$ cat src/rtl/serial_port_pkg.sv
package serial_port_pkg;
  localparam logic [11:0] OFF_DATA = 12'h000;
  localparam logic [11:0] OFF_STAT = 12'h004;
  localparam logic [11:0] OFF_CTRL = 12'h008;
  localparam logic [11:0] OFF_ISR  = 12'h00C;
  localparam logic [11:0] OFF_DIV  = 12'h010;
  localparam int          MIN_DIV  = 16;
  localparam int          ID_WORDS = 12;

  typedef enum logic [1:0] {RX_IDLE, RX_START, RX_DATA, RX_STOP} rx_state_t;

  function automatic logic div_valid(input logic [31:0] d);
    return d >= 32'(MIN_DIV);
  endfunction

  function automatic logic [7:0] id_byte(input logic [3:0] k, input logic [7:0] seed);
    logic [7:0] kk;
    kk = {4'b0, k};
    return seed + kk * 8'd17;
  endfunction
endpackage

$ cat src/rtl/serial_tx_shifter.sv
module serial_tx_shifter #(
  parameter int DIV_W = 20
) (
  input  logic             clk,
  input  logic             rst_n,
  input  logic             div_ok,
  input  logic [DIV_W-1:0] div,
  input  logic             load,
  input  logic [7:0]       byte_in,
  output logic             busy,
  output logic             txd
);
  localparam logic [DIV_W-1:0] ONE = DIV_W'(1);

  logic [9:0]       frame;
  logic [3:0]       bit_idx;
  logic [DIV_W-1:0] tick;
  logic             bit_end;

  assign bit_end = (tick == div - ONE);
  assign txd     = busy ? frame[0] : 1'b1;

  always_ff @(posedge clk) begin
    if (!rst_n) begin
      busy <= 1'b0; frame <= '1; bit_idx <= '0; tick <= '0;
    end else if (!div_ok) begin
      busy <= 1'b0; tick <= '0;
    end else if (!busy) begin
      if (load) begin
        busy <= 1'b1; frame <= {1'b1, byte_in, 1'b0}; bit_idx <= '0; tick <= '0;
      end
    end else if (bit_end) begin
      tick  <= '0;
      frame <= {1'b1, frame[9:1]};
      if (bit_idx == 4'd9) busy <= 1'b0;
      else                 bit_idx <= bit_idx + 4'd1;
    end else begin
      tick <= tick + ONE;
    end
  end

  a_r10_line_idle: assert property (@(posedge clk) disable iff (!rst_n)
    !div_ok |=> txd);
endmodule

$ cat src/rtl/serial_rx_sampler.sv
module serial_rx_sampler
  import serial_port_pkg::*;
#(
  parameter int DIV_W = 20
) (
  input  logic             clk,
  input  logic             rst_n,
  input  logic             div_ok,
  input  logic [DIV_W-1:0] div,
  input  logic             rxd,
  output logic             valid,
  output logic [7:0]       byte_out
);
  localparam logic [DIV_W-1:0] ONE = DIV_W'(1);

  rx_state_t        state;
  logic [1:0]       sync;
  logic             rxs;
  logic [DIV_W-1:0] tick;
  logic [2:0]       bit_idx;
  logic [7:0]       shreg;
  logic             half_end, bit_end;

  assign rxs      = sync[1];
  assign half_end = (tick == (div >> 1) - ONE);
  assign bit_end  = (tick == div - ONE);

  always_ff @(posedge clk) begin
    if (!rst_n) begin
      sync <= 2'b11; state <= RX_IDLE; tick <= '0; bit_idx <= '0;
      shreg <= '0; valid <= 1'b0; byte_out <= '0;
    end else begin
      sync  <= {sync[0], rxd};
      valid <= 1'b0;
      if (!div_ok) begin
        state <= RX_IDLE;
      end else begin
        case (state)
          RX_IDLE: if (!rxs) begin state <= RX_START; tick <= '0; end
          RX_START: begin
            if (half_end) begin
              tick <= '0; bit_idx <= '0;
              state <= rxs ? RX_IDLE : RX_DATA;
            end else tick <= tick + ONE;
          end
          RX_DATA: begin
            if (bit_end) begin
              tick  <= '0;
              shreg <= {rxs, shreg[7:1]};
              if (bit_idx == 3'd7) state <= RX_STOP;
              else                 bit_idx <= bit_idx + 3'd1;
            end else tick <= tick + ONE;
          end
          default: begin
            if (bit_end) begin
              valid <= 1'b1; byte_out <= shreg; state <= RX_IDLE; tick <= '0;
            end else tick <= tick + ONE;
          end
        endcase
      end
    end
  end

  a_r13_single_pulse: assert property (@(posedge clk) disable iff (!rst_n)
    valid |=> !valid);
endmodule

$ cat src/rtl/serial_port_apb.sv
module serial_port_apb
  import serial_port_pkg::*;
#(
  parameter int         DIV_W   = 20,
  parameter logic [7:0] ID_SEED = 8'h5A
) (
  input  logic        pclk,
  input  logic        presetn,
  input  logic        psel,
  input  logic        penable,
  input  logic        pwrite,
  input  logic [11:0] paddr,
  input  logic [31:0] pwdata,
  output logic [31:0] prdata,
  output logic        pready,
  output logic        pslverr,
  input  logic        rxd,
  output logic        txd,
  output logic        irq_tx,
  output logic        irq_rx,
  output logic        irq_txovr,
  output logic        irq_rxovr,
  output logic        irq_any
);
  logic [6:0]       ctrl;
  logic [DIV_W-1:0] div;
  logic             tx_full, rx_full, st_txovr, st_rxovr, int_tx, int_rx;
  logic [7:0]       tx_buf, rx_buf, rx_byte;
  logic [3:0]       isr;
  logic             div_ok, tx_busy, rx_valid;

  // named internal events
  logic wr, rd, wr_data, wr_stat, wr_ctrl, wr_isr, wr_div, rd_data;
  logic tx_handoff, rx_take, id_hit;
  logic [3:0] id_idx;
  logic unused_bits;

  assign pready  = 1'b1;
  assign pslverr = 1'b0;
  assign wr      = psel & penable & pwrite;
  assign rd      = psel & penable & ~pwrite;
  assign wr_data = wr && paddr == OFF_DATA;
  assign wr_stat = wr && paddr == OFF_STAT;
  assign wr_ctrl = wr && paddr == OFF_CTRL;
  assign wr_isr  = wr && paddr == OFF_ISR;
  assign wr_div  = wr && paddr == OFF_DIV;
  assign rd_data = rd && paddr == OFF_DATA;

  assign div_ok     = div_valid(32'(div));
  assign tx_handoff = tx_full && ctrl[0] && div_ok && !tx_busy;
  assign rx_take    = rx_valid && ctrl[1];

  assign id_hit = (paddr[11:6] == 6'h3F) && (paddr[5:2] >= 4'd4) && (paddr[1:0] == 2'b00);
  assign id_idx = paddr[5:2] - 4'd4;

  assign isr       = {st_rxovr & ctrl[5], st_txovr & ctrl[4], int_rx, int_tx};
  assign irq_tx    = isr[0];
  assign irq_rx    = isr[1];
  assign irq_txovr = isr[2];
  assign irq_rxovr = isr[3];
  assign irq_any   = |isr;
  assign unused_bits = ^{pwdata[31:DIV_W], ctrl[6]};

  serial_tx_shifter #(.DIV_W(DIV_W)) u_tx (
    .clk(pclk), .rst_n(presetn), .div_ok(div_ok), .div(div),
    .load(tx_handoff), .byte_in(tx_buf), .busy(tx_busy), .txd(txd));

  serial_rx_sampler #(.DIV_W(DIV_W)) u_rx (
    .clk(pclk), .rst_n(presetn), .div_ok(div_ok), .div(div),
    .rxd(rxd), .valid(rx_valid), .byte_out(rx_byte));

  always_ff @(posedge pclk) begin
    if (!presetn) begin
      ctrl <= '0; div <= '0; tx_full <= 1'b0; rx_full <= 1'b0;
      st_txovr <= 1'b0; st_rxovr <= 1'b0; int_tx <= 1'b0; int_rx <= 1'b0;
      tx_buf <= '0; rx_buf <= '0;
    end else begin
      if (wr_ctrl) ctrl <= pwdata[6:0];
      if (wr_div)  div  <= pwdata[DIV_W-1:0];
      // transmit holder
      if (tx_handoff) tx_full <= 1'b0;
      if (wr_data && !tx_full) begin tx_full <= 1'b1; tx_buf <= pwdata[7:0]; end
      // overrun flags: clears first, events win
      if ((wr_stat || wr_isr) && pwdata[2]) st_txovr <= 1'b0;
      if ((wr_stat || wr_isr) && pwdata[3]) st_rxovr <= 1'b0;
      if (wr_data && tx_full) st_txovr <= 1'b1;
      // receive holder
      if (rd_data) rx_full <= 1'b0;
      if (rx_take) begin
        rx_full <= 1'b1; rx_buf <= rx_byte;
        if (rx_full) st_rxovr <= 1'b1;
      end
      // stored interrupt events
      if (wr_isr && pwdata[0]) int_tx <= 1'b0;
      if (wr_isr && pwdata[1]) int_rx <= 1'b0;
      if (tx_handoff && ctrl[2]) int_tx <= 1'b1;
      if (rx_take && ctrl[3])    int_rx <= 1'b1;
    end
  end

  always_comb begin
    prdata = '0;
    if (id_hit) prdata = 32'(id_byte(id_idx, ID_SEED));
    else begin
      case (paddr)
        OFF_DATA: prdata = 32'(rx_buf);
        OFF_STAT: prdata = 32'({st_rxovr, st_txovr, rx_full, tx_full});
        OFF_CTRL: prdata = 32'(ctrl);
        OFF_ISR:  prdata = 32'(isr);
        OFF_DIV:  prdata = 32'(div);
        default:  prdata = '0;
      endcase
    end
  end

  a_r8_tx_overrun: assert property (@(posedge pclk) disable iff (!presetn)
    (wr_data && tx_full) |=> st_txovr);
  a_r9_handoff_irq: assert property (@(posedge pclk) disable iff (!presetn)
    (tx_handoff && ctrl[2]) |=> (int_tx && !tx_full));
  a_r6_read_clears: assert property (@(posedge pclk) disable iff (!presetn)
    (rd_data && !rx_valid) |=> !rx_full);
  a_r7_drop_disabled: assert property (@(posedge pclk) disable iff (!presetn)
    (rx_valid && !ctrl[1]) |=> $stable(rx_buf));
  a_r5_isr_clears_state: assert property (@(posedge pclk) disable iff (!presetn)
    (wr_isr && pwdata[2] && !(wr_data && tx_full)) |=> !st_txovr);
endmodule

$ cat config.mk
export PLATFORM = sky130hd
export DESIGN_NAME = serial_port_apb
export DESIGN_NICKNAME = d
export VERILOG_FILES = /design/src/rtl/serial_port_pkg.sv /design/src/rtl/serial_tx_shifter.sv /design/src/rtl/serial_rx_sampler.sv /design/src/rtl/serial_port_apb.sv
export SDC_FILE = /design/constraint.sdc
export NUM_CORES = 1
export LEC_CHECK = 0
export ABC_AREA = 1
export BUFFER_PORTS_ARGS = -buffer_cell sky130_fd_sc_hd__buf_2
export CORE_MARGIN = 3
export CORE_UTILIZATION = 35
export CTS_BUF_LIST = sky130_fd_sc_hd__clkbuf_16
export DETAILED_ROUTE_END_ITERATION = 10
export PLACE_DENSITY = 0.53
export SKIP_CTS_REPAIR_TIMING = 1
export SLEW_MARGIN = 10
export SYNTH_ARGS = -nofsm -noshare
export SYNTH_HDL_FRONTEND = slang
export SYNTH_SLANG_ARGS = --single-unit
$ cat constraint.sdc
create_clock -name pclk -period 9.1 [get_ports pclk]
set_input_delay 2.73 -clock pclk [delete_from_list [all_inputs] [get_ports pclk]]
set_output_delay 2.73 -clock pclk [all_outputs]
set_load 0.02 [all_outputs]
[Yosys cells after proc, flatten, opt, wreduce, memory -nomap -nowiden]
Index checks and enable logic that the tools add are counted.
Storage, ports and cells
  register bits after elaboration: 128
  input port bits: 50
  word-level logic and storage cells: 151
Operators by class
  add/sub/neg operators: 8
  $mul: 1
  $lt $le $gt $ge: 2
  eq/ne operators: 19
  mux-type cells: 46
  bitwise operators: 9
  reductions and logical operators: 45
Operator list (number)
  2-to-1 mux 20 bit: 7
  one-hot mux 20 bit (5 select lines): 1
  equality test 20 bit: 3
  adder 20 x 1 -> 20 bit (second input constant): 2
  one-hot mux 20 bit (2 select lines): 1
  2-to-1 mux 10 bit: 3
  equality test 12 x 4 -> 1 bit (second input constant): 2
  >= comparator 20 x 5 -> 1 bit (second input constant): 1
  logical AND 1 bit: 20
  subtractor 19 x 1 -> 20 bit (second input constant): 1
  subtractor 20 x 1 -> 20 bit (second input constant): 1
  2-to-1 mux 1 bit: 19
  2-to-1 mux 4 bit: 4
  nonzero test 2 bit: 7
  equality test 12 x 3 -> 1 bit (second input constant): 1
  equality test 12 x 5 -> 1 bit (second input constant): 1
  zero test 12 bit: 1
  2-to-1 mux 2 bit: 6
  AND reduction 5 bit: 2
  2-to-1 mux 3 bit: 3
  AND reduction 3 bit: 3
  adder 7 x 8 -> 8 bit (first input constant): 1
  multiplier 4 x 5 -> 8 bit (second input constant): 1
  != test 2 bit (second input constant): 4
  other kinds (23): 35

[Longest topological paths before layout]
Gate-level depths: netlist of the first run.
  word-level depth: 8
  gate-level depth with buffers: 21
  gate-level depth less buffers: 20

[By module]
From an unflattened synthesis of the first run, not the netlist that was laid out.
Unflattened totals
  cell total of the unflattened synthesis: 1490
  area, all modules: 9420.3 um2
Modules (own cells, without submodules)
  serial_rx_sampler: instances 1, cells an instance 602, area an instance 3791.1 um2, sequential area each 880.8 um2
  serial_port_apb: instances 1, cells an instance 445, area an instance 2897.8 um2, sequential area each 980.9 um2
  serial_tx_shifter: instances 1, cells an instance 443, area an instance 2731.4 um2, sequential area each 680.7 um2

[Worst setup path after synthesis of the first run]
OpenSTA, ideal clock, no wires.
  path kind: input-to-output
  start point: input port paddr[4]
  end point: output port prdata[6]
  arrival time: 4.463 ns
  data required time: 6.370 ns
  setup slack: 1.907 ns
  stages on the path: 11
  cells stage by stage: inv_1 ha_1 inv_1 ha_1 ha_1 nand3_1 nand2_1 inv_1 o21ai_0 a21oi_1 a41oi_1
Between the ends
  word-level cells in the longest chain between the ends: 4
  elaborated cells between the ends (all ways): 13
Ends and longest elaborated chain
  from (decl): line serial_port_apb.sv:12  | input logic [11:0] paddr,
  subtractor 4 x 3 -> 4 bit or >= comparator 4 x 3 -> 1 bit (tied branches): line serial_port_apb.sv:54, serial_port_apb.sv:53
  multiplier 4 x 5 -> 8 bit or logical AND 1 bit (tied branches): line serial_port_pkg.sv:19, serial_port_apb.sv:53
  adder 7 x 8 -> 8 bit or logical AND 1 bit (tied branches): line serial_port_pkg.sv:19, serial_port_apb.sv:53
  2-to-1 mux 20 bit *: line serial_port_apb.sv:103  | if (id_hit) prdata = 32'(id_byte(id_idx, ID_SEED));
  to (decl): line serial_port_apb.sv:14  | output logic [31:0] prdata,
Every way passes the cells marked *; elsewhere a longest branch is shown, timed or not.

[Worst setup path in the final report of the first run]
  start point: input port paddr[4]
  end point: output port prdata[7]
Same word-level chain as after synthesis.

==> summary.md, run 1 <==
| Metric | Value |
|---|---|
| Status | `completed` |
| Switch Pwr | `0.000356 W` |
| Startpoint types | `input port` |
| Ys Warns | `0` |
| Internal power | `0.000943 W` |
| ANT cells | `0` |
| Root Buffer | `clkbuf_16` |
| Crit path max fanout | `5` |
| TritonCTS sink count | `127` |
| Crit Path Category | `in2out` |
| Reg power frac | `0.428` |
| Die area | `25,600 sq um` |
| Final Setup Violations | `0` |
| Largest delay contributor family on the critical path | `adder cells` |
| Largest family of logic cells by synthesized area | `simple AND/OR/NAND/NOR gates` |
| Mean Syn Cell Area | `6.41 sq um` |
| Crit path time final | `7.56 ns` |
| Vias per cell | `5.00` |
| EDFF count, synth | `0` |
| Sum Neg Setup Slack | `0 ns` |
| Placer Congestion | `0.883` |
| Ys flop type | `dfxtp_1` |
| Power Density | `138 nW/um^2` |
| Post-synthesis xor/xnor area fraction | `0.0591` |
| Area Overhead vs Synth | `13.4%` |
| Lkg Pwr | `4.08 nW` |
| Synthesized instance count | `1,295` |
| Fin. max-slew vios | `0` |
| Vias in the first global route | `7,794` |
| Port Buffers | `63` |
| # DRC | `0` |
| R2R setup slack | `5.73 ns` |
| Worst IR drop on VDD | `120 uV` |
| Clk network pwr share | `0.539` |
| Unique masters post-synth | `47` |
| Max_cap viols | `0` |
| Post-synthesis mux area share | `0` |
| Worst-Skew Late Latency | `0.43 ns` |
| DR pass1 iterations | `6` |
| Initial DRC count | `475` |
| Slowest stage cell, crit path | `ha_1` |
| Clk buf depth | `2` |
| Synth area leader | `dfxtp_1` |
| Grt ovf | `0` |
| Row count | `55` |
| Fin Clk Skew | `0.0162 ns` |
| Crit-path cells | `buf_2 > inv_1 > ha_1 > inv_1 > ha_1 > ha_1 > nand2_1 > nand2_1 > nand2_1 > o21ai_0 > o21ai_0 > a21oi_1 > o21ai_0 > o211ai_1 > buf_2` |
| Initial antenna violation count | `0` |
| Nets | `1,412` |
| WL/cell | `15.4 microns` |
| Number of CTS-inserted buffers | `17` |
| Slew at the pin with the worst max-slew slack | `0.842 ns` |
| Num ports | `90` |
| Type of destination of the critical path | `output port` |
| Arrival time worst endpoint | `4.83 ns` |
| Filler Cells Inserted | `2,509` |
| First-pass GRT wire length | `41,200 microns` |
| Fraction of the mapped netlist area in simple logic gates | `0.382` |
| Top cells by area, synth | `dfxtp_1 (31%), nand2_1 (14%), nand3_1 (8.0%)` |
| RSZ-0062 raised after global routing | `false` |
| CTS tree | `yes` |
| Share of cells above drive strength 1 | `0.110` |
| Synth Area in Compound Gates | `0.124` |
| Worst Path Buf+Inv | `4` |
| Initial Util | `0.361` |
| Async SR Flop Fraction | `0` |
| Largest net degree at the start of global routing | `68` |
| Post-synthesis adder-cell area fraction | `0.0256` |
| Seq/Total Area, Yosys | `0.306` |
| Die Y | `160 microns` |
| Achievable Freq | `0.132 GHz` |
| Via Count | `8,352` |
| CTS clk-pin slew, worst paths | `0.07 ns` |
| WL final | `25,700 microns` |
| Worst hold slack | `0.416 ns` |
| Switching Share | `0.274` |
| Post-route clock period utilization | `0.831` |
| Logic pwr share | `0.033` |
| Width of the die | `160 microns` |
| H-tree depth | `4` |
| Synth top area share | `0.306` |
| FF+latch count, synth | `127` |
| Worst hold path class | `reg2reg` |
| Final Hold Vio Count | `0` |
| ANT nets after route | `0` |
| Critical path's largest stage delay | `0.34 ns` |
| Mapped cell area | `8300 sq um` |
| Required @ worst endpoint | `6.37 ns` |
| Max-slew headroom | `0.435` |
| DP HPWL | `19,800 microns` |
| Core area | `23,000 sq um` |
| Global Route Usage Sum | `0.199` |
-- Yosys cell counts (all sizes together), types with 2 or more instances --
library cell and count:
clkbuf 23, o22ai 4, nand2 314, o2111ai 3, nor2 173, nand4 26
o211ai 3, nor3 36, buf 24, dfxtp 127, inv 150, nor4 4
a221oi 2, ha 17, conb 2, a21oi 73, or2 7, nor3b 2
o21a 12, a211oi 3, nand3b 7, o21ai 78, nand3 136, xor2 45
clkinv 4, xnor2 11
-- worst reg2reg max path: stages (launching register included) --
cell and delay, ns:
dfxtp_1 0.36, inv_1 0.16, ha_1 0.29, inv_1 0.11, nor2_4 0.13, nand3_2 0.14, o21ai_1 0.20, nand2_1 0.15
nand2_1 0.08, and2_1 0.19, nand2_1 0.07, nor2_1 0.20, nand4_1 0.64, o21ai_0 0.46, a21oi_1 0.06
-- layout by cell type, fill, tap and decap left out, types with 35 or more instances in the layout --
cell       n
nand2_1  300
nor2_1   152
inv_1    146
nand3_1  132
dfxtp_1  127
o21ai_0   75
a21oi_1   73
buf_2     63
xor2_1    45
nor3_1    35
-- flip-flops by register name, indices dropped and copies added, names as in the netlist, 8 cells and up --
register	flops
div	20
rx_buf	8
tx_buf	8
u_rx.byte_out	8
u_rx.shreg	8
u_rx.tick	20
u_tx.frame	9
u_tx.tick	20
-- worst paths after layout --
kind | from | end | cells after the start
max | paddr[4] | prdata[7] | 15
min | u_rx.sync[0] | u_rx.sync[1] | 1
max reg2reg | div[2] | u_rx.byte_out[1] | 14
min reg2reg | u_rx.sync[0] | u_rx.sync[1] | 1
-- logic make-up after synthesis --
logic type,after synthesis
xor gates and xnor gates,56
DFF,127
and+or+nand+nor,706
other,2
buffers and inverters,201
AOI/OAI and AO/OA,186
adders and majority gates,17
-- per-stage QoR --
stage / power [W] / util / instances / area [sq um] / setup WS (ns)
3_3_place_gp: 0.000612 / 0.383 / 1639 / 8810 / 1.55
6_report: 0.00130 / 0.410 / 1671 / 9420 / 1.54
2_1_floorplan: 0.000600 / - / 1307 / 8350 / 1.91
3_5_place_dp: 0.000612 / 0.383 / 1639 / 8810 / 1.53
4_1_cts: 0.00131 / 0.410 / 1671 / 9420 / 1.53
5_1_grt: 0.00134 / 0.410 / 1671 / 9420 / 1.32
-- metal layers --
| layer | up-vias | track usage | share of wire |
|---|---|---|---|
| li1 | 4298 | - | - |
| met1 | 3807 | 0.260 | 0.45 |
| met2 | 213 | 0.335 | 0.48 |
| met3 | 34 | 0.0335 | 0.049 |
| met4 | 0 | 0.0667 | 0.024 |
| met5 | - | 0 | 0 |
-- cell type report --
class | count | area, sq um | area share
Tap cell | 313 | 392 | 0.0416
Clock buffer | 17 | 425 | 0.0452
Timing Repair Buffer | 66 | 338 | 0.0359
Multi-Input combinational cell | 979 | 4960 | 0.527
Sequential cell | 127 | 2540 | 0.270
Clock inverter | 15 | 184 | 0.0195
Inverter | 154 | 578 | 0.0614
-- power by group through the flow --
stage	Clock (W)	Sequential, W	Combinational, W
final	0.000700	0.000556	0.0000427
after global routing	0.000738	0.000556	0.0000482
after CTS	0.000716	0.000556	0.0000428
after detailed placement	0	0.000569	0.0000426
after global placement	0	0.000569	0.0000426
after floorplan	0	0.000569	0.0000308
Note: power is estimated with default switching activity, not from simulation.
==> run 2, diff against run 1 <==
Settings changed: PLACE_DENSITY 0.53 to 0.55.
Clock period 9.1 ns to 6.9 ns, I/O delays scaled along.
==> run 2 against run 1 <==
Compared with the run above: combinational power is 33% higher; final cell count grew 0.12%; final area barely moved; register-to-register slack worse by 2.3 ns; count of clock-buffer cells in the layout unchanged; first-iteration DRC count up 39%; clock power rose by 31%; wire length fell by 0.90%; global-route usage down 0.12 points; non-clock buffer count increased by 2; hold slack better by 0.0029 ns; largest cell class unchanged; highest routed layer unchanged.
==> summary.md, run 2 (synthesis results as in run 1) <==
| Metric | Value |
|---|---|
| Switch Pwr | `0.000437 W (was 0.000356 W)` |
| Global Route Usage Sum | `0.198 (was 0.199)` |
| Fin Clk Skew | `0.0116 ns (was 0.0162 ns)` |
| Switching Share | `0.256 (was 0.274)` |
| Row count | `55 (unchanged)` |
| Startpoint types | `input port (unchanged)` |
| First-pass GRT wire length | `41,000 microns (was 41,200 microns)` |
| Crit path time final | `6.23 ns` |
| Port Buffers | `63 (unchanged)` |
| Num ports | `90 (unchanged)` |
| Worst IR drop on VDD | `102 uV (was 120 uV)` |
| TritonCTS sink count | `127 (unchanged)` |
| Clk buf depth | `2 (unchanged)` |
| Number of CTS-inserted buffers | `17 (unchanged)` |
| Hold Crit Endpoint | `u_rx.sync[1] (unchanged)` |
| Share of cells above drive strength 1 | `0.112 (was 0.110)` |
| Crit path max fanout | `5 (unchanged)` |
| Largest net degree at the start of global routing | `68 (unchanged)` |
| Finished Cell Area | `9410 sq um (was 9420 sq um)` |
| H-tree depth | `4 (unchanged)` |
| Commonest cells after routing, fill and taps aside | `nand2_1 (300), nor2_1 (152), inv_1 (146), nand3_1 (132), dfxtp_1 (127) (unchanged)` |
| Fin. max-slew vios | `0 (unchanged)` |
| R2R Path End | `u_rx.byte_out[4] (was u_rx.byte_out[1])` |
| Lkg Pwr | `4.08 nW (about the same)` |
| Regs by FF count | `div: 20 flops, u_rx.tick: 20 flops, u_tx.tick: 20 flops (unchanged)` |
| RSZ-0062 raised after global routing | `false (unchanged)` |
| Core area | `23,000 sq um (unchanged)` |
| Initial DRC count | `662 (was 475)` |
| Worst hold path class | `reg2reg (unchanged)` |
| Initial Util | `0.361 (unchanged)` |
| Vias in the first global route | `7,894 (was 7,794)` |
| Clk network pwr share | `0.537 (was 0.539)` |
| Filler Cells Inserted | `2,529 (was 2,509)` |
| Slew at the pin with the worst max-slew slack | `0.813 ns (was 0.842 ns)` |
| Post-route clock period utilization | `0.903` |
| Power Density | `181 nW/um^2 (was 138 nW/um^2)` |
| Final Hold Vio Count | `0 (unchanged)` |
| Total Power | `0.00171 W (was 0.00130 W)` |
| CTS clk-pin slew, worst paths | `0.07 ns (about the same)` |
| WL final | `25,400 microns (was 25,700 microns)` |
| Via Count | `8,329 (was 8,352)` |
| FF+latch area | `2540 sq um (unchanged)` |
| Max-slew headroom | `0.456 (was 0.435)` |
| Internal power | `0.00127 W (was 0.000943 W)` |
| Crit Path Category | `in2out (unchanged)` |
| ANT cells | `0 (unchanged)` |
| Grt ovf | `0 (unchanged)` |
| Die area | `25,600 sq um (unchanged)` |
| FF-to-FF Start | `div[0] (was div[2])` |
| Status | `completed (unchanged)` |
| Placer Congestion | `0.922 (was 0.883)` |
| Required @ worst endpoint | `4.83 ns (was 6.37 ns)` |
| Die Y | `160 microns (unchanged)` |
| Layout Cells excl Fill | `1,673 (was 1,671)` |
| ANT nets after route | `0 (unchanged)` |
| CTS tree | `yes (unchanged)` |
| Hold path depth | `1 (unchanged)` |
| Root Buffer | `clkbuf_16 (unchanged)` |
| Width of the die | `160 microns (unchanged)` |
| DR pass1 iterations | `6 (unchanged)` |
| Final Setup Violations | `0 (unchanged)` |
| Arrival time worst endpoint | `4.16 ns (was 4.83 ns)` |
| Area Overhead vs Synth | `13.4% (about the same)` |
| Sum Neg Setup Slack | `0 ns (unchanged)` |
| WL/cell | `15.2 microns (was 15.4 microns)` |
| Nets | `1,414 (was 1,412)` |
| Worst-Skew Late Latency | `0.42 ns (was 0.43 ns)` |
| Type of destination of the critical path | `output port (unchanged)` |
| Area of the multi-input gates | `4960 sq um (unchanged)` |
| Vias per cell | `4.98 (was 5.00)` |
| Commonest non-fill, non-tap cell in the layout | `nand2_1 (unchanged)` |
| R2R cell count | `15 (was 14)` |
| Max_cap viols | `0 (unchanged)` |
| Initial antenna violation count | `0 (unchanged)` |
| Logic pwr share | `0.033 (about the same)` |
| DP HPWL | `19,700 microns (was 19,800 microns)` |
| Dpl cells | `1,641 (was 1,639)` |
| # DRC | `0 (unchanged)` |
| Reg power frac | `0.430 (was 0.428)` |
| Worst hold start | `u_rx.sync[0] (unchanged)` |
| Achievable Freq | `0.160 GHz` |
| R2R setup slack | `3.43 ns (was 5.73 ns)` |
| Area after DPL | `8820 sq um (was 8810 sq um)` |
## run 2: cell count changes in the layout (fill, tap and decap cells not counted), sizes merged
cell,delta
bufinv,+1
inv,+2
clkinv,-3
buf,+2
## run 2: how the worst max path moves through the flow
stage	startpoint	end	slack [ns]
6_report	paddr[4]	prdata[7]	0.67
5_1_grt	paddr[4]	prdata[7]	0.42
4_1_cts	paddr[4]	prdata[7]	0.65
3_5_place_dp	paddr[4]	prdata[7]	0.65
3_3_place_gp	paddr[4]	prdata[7]	0.64
2_1_floorplan	paddr[4]	prdata[6]	1.03
## run 2: per-stage QoR
stage	worst slack, ns	hold WS [ns]	utilization
finish	0.669	0.419	0.410
global route	0.421	0.428	0.410
CTS	0.652	0.418	0.410
detailed placement	0.655	0.402	0.384
global placement	0.638	0.395	0.384
floorplan	1.03	0.393	-
## run 2: final cells by class
class,instances,share of cell area
clock buffer,17,0.0452
clock inverter,15,0.0174
inverter,154,0.0614
multi-input combinational,979,0.527
sequential,127,0.270
tap,313,0.0416
timing repair buffer,68,0.0375
## run 2: critical path, cell delays in order
cell and delay [ns]:
buf_2 0.10, inv_1 0.09, ha_1 0.33, inv_1 0.07, ha_1 0.27, ha_1 0.31, nand2_1 0.07, nand2_1 0.06
nand2_1 0.06, o21ai_0 0.09, o21ai_0 0.12, a21oi_1 0.13, o21ai_0 0.09, o211ai_1 0.08, buf_2 0.21
## run 2: routing by layer
layer / global-route usage / vias up / wire length (microns)
met3: 0.0335 / 42 / 995
met4: 0.0651 / 0 / 693
li1: - / 4297 / -
met1: 0.258 / 3792 / 11800
met2: 0.334 / 198 / 11900
met5: 0 / - / 0
## run 2: power by group through the flow
stage               Combinational (W)  Clock [W]  Sequential, W
floorplan                   0.0000406          0       0.000750
global placement            0.0000565          0       0.000750
detailed placement          0.0000569          0       0.000750
CTS                         0.0000571   0.000933       0.000734
global route                0.0000651   0.000961       0.000733
finish                      0.0000568   0.000915       0.000734
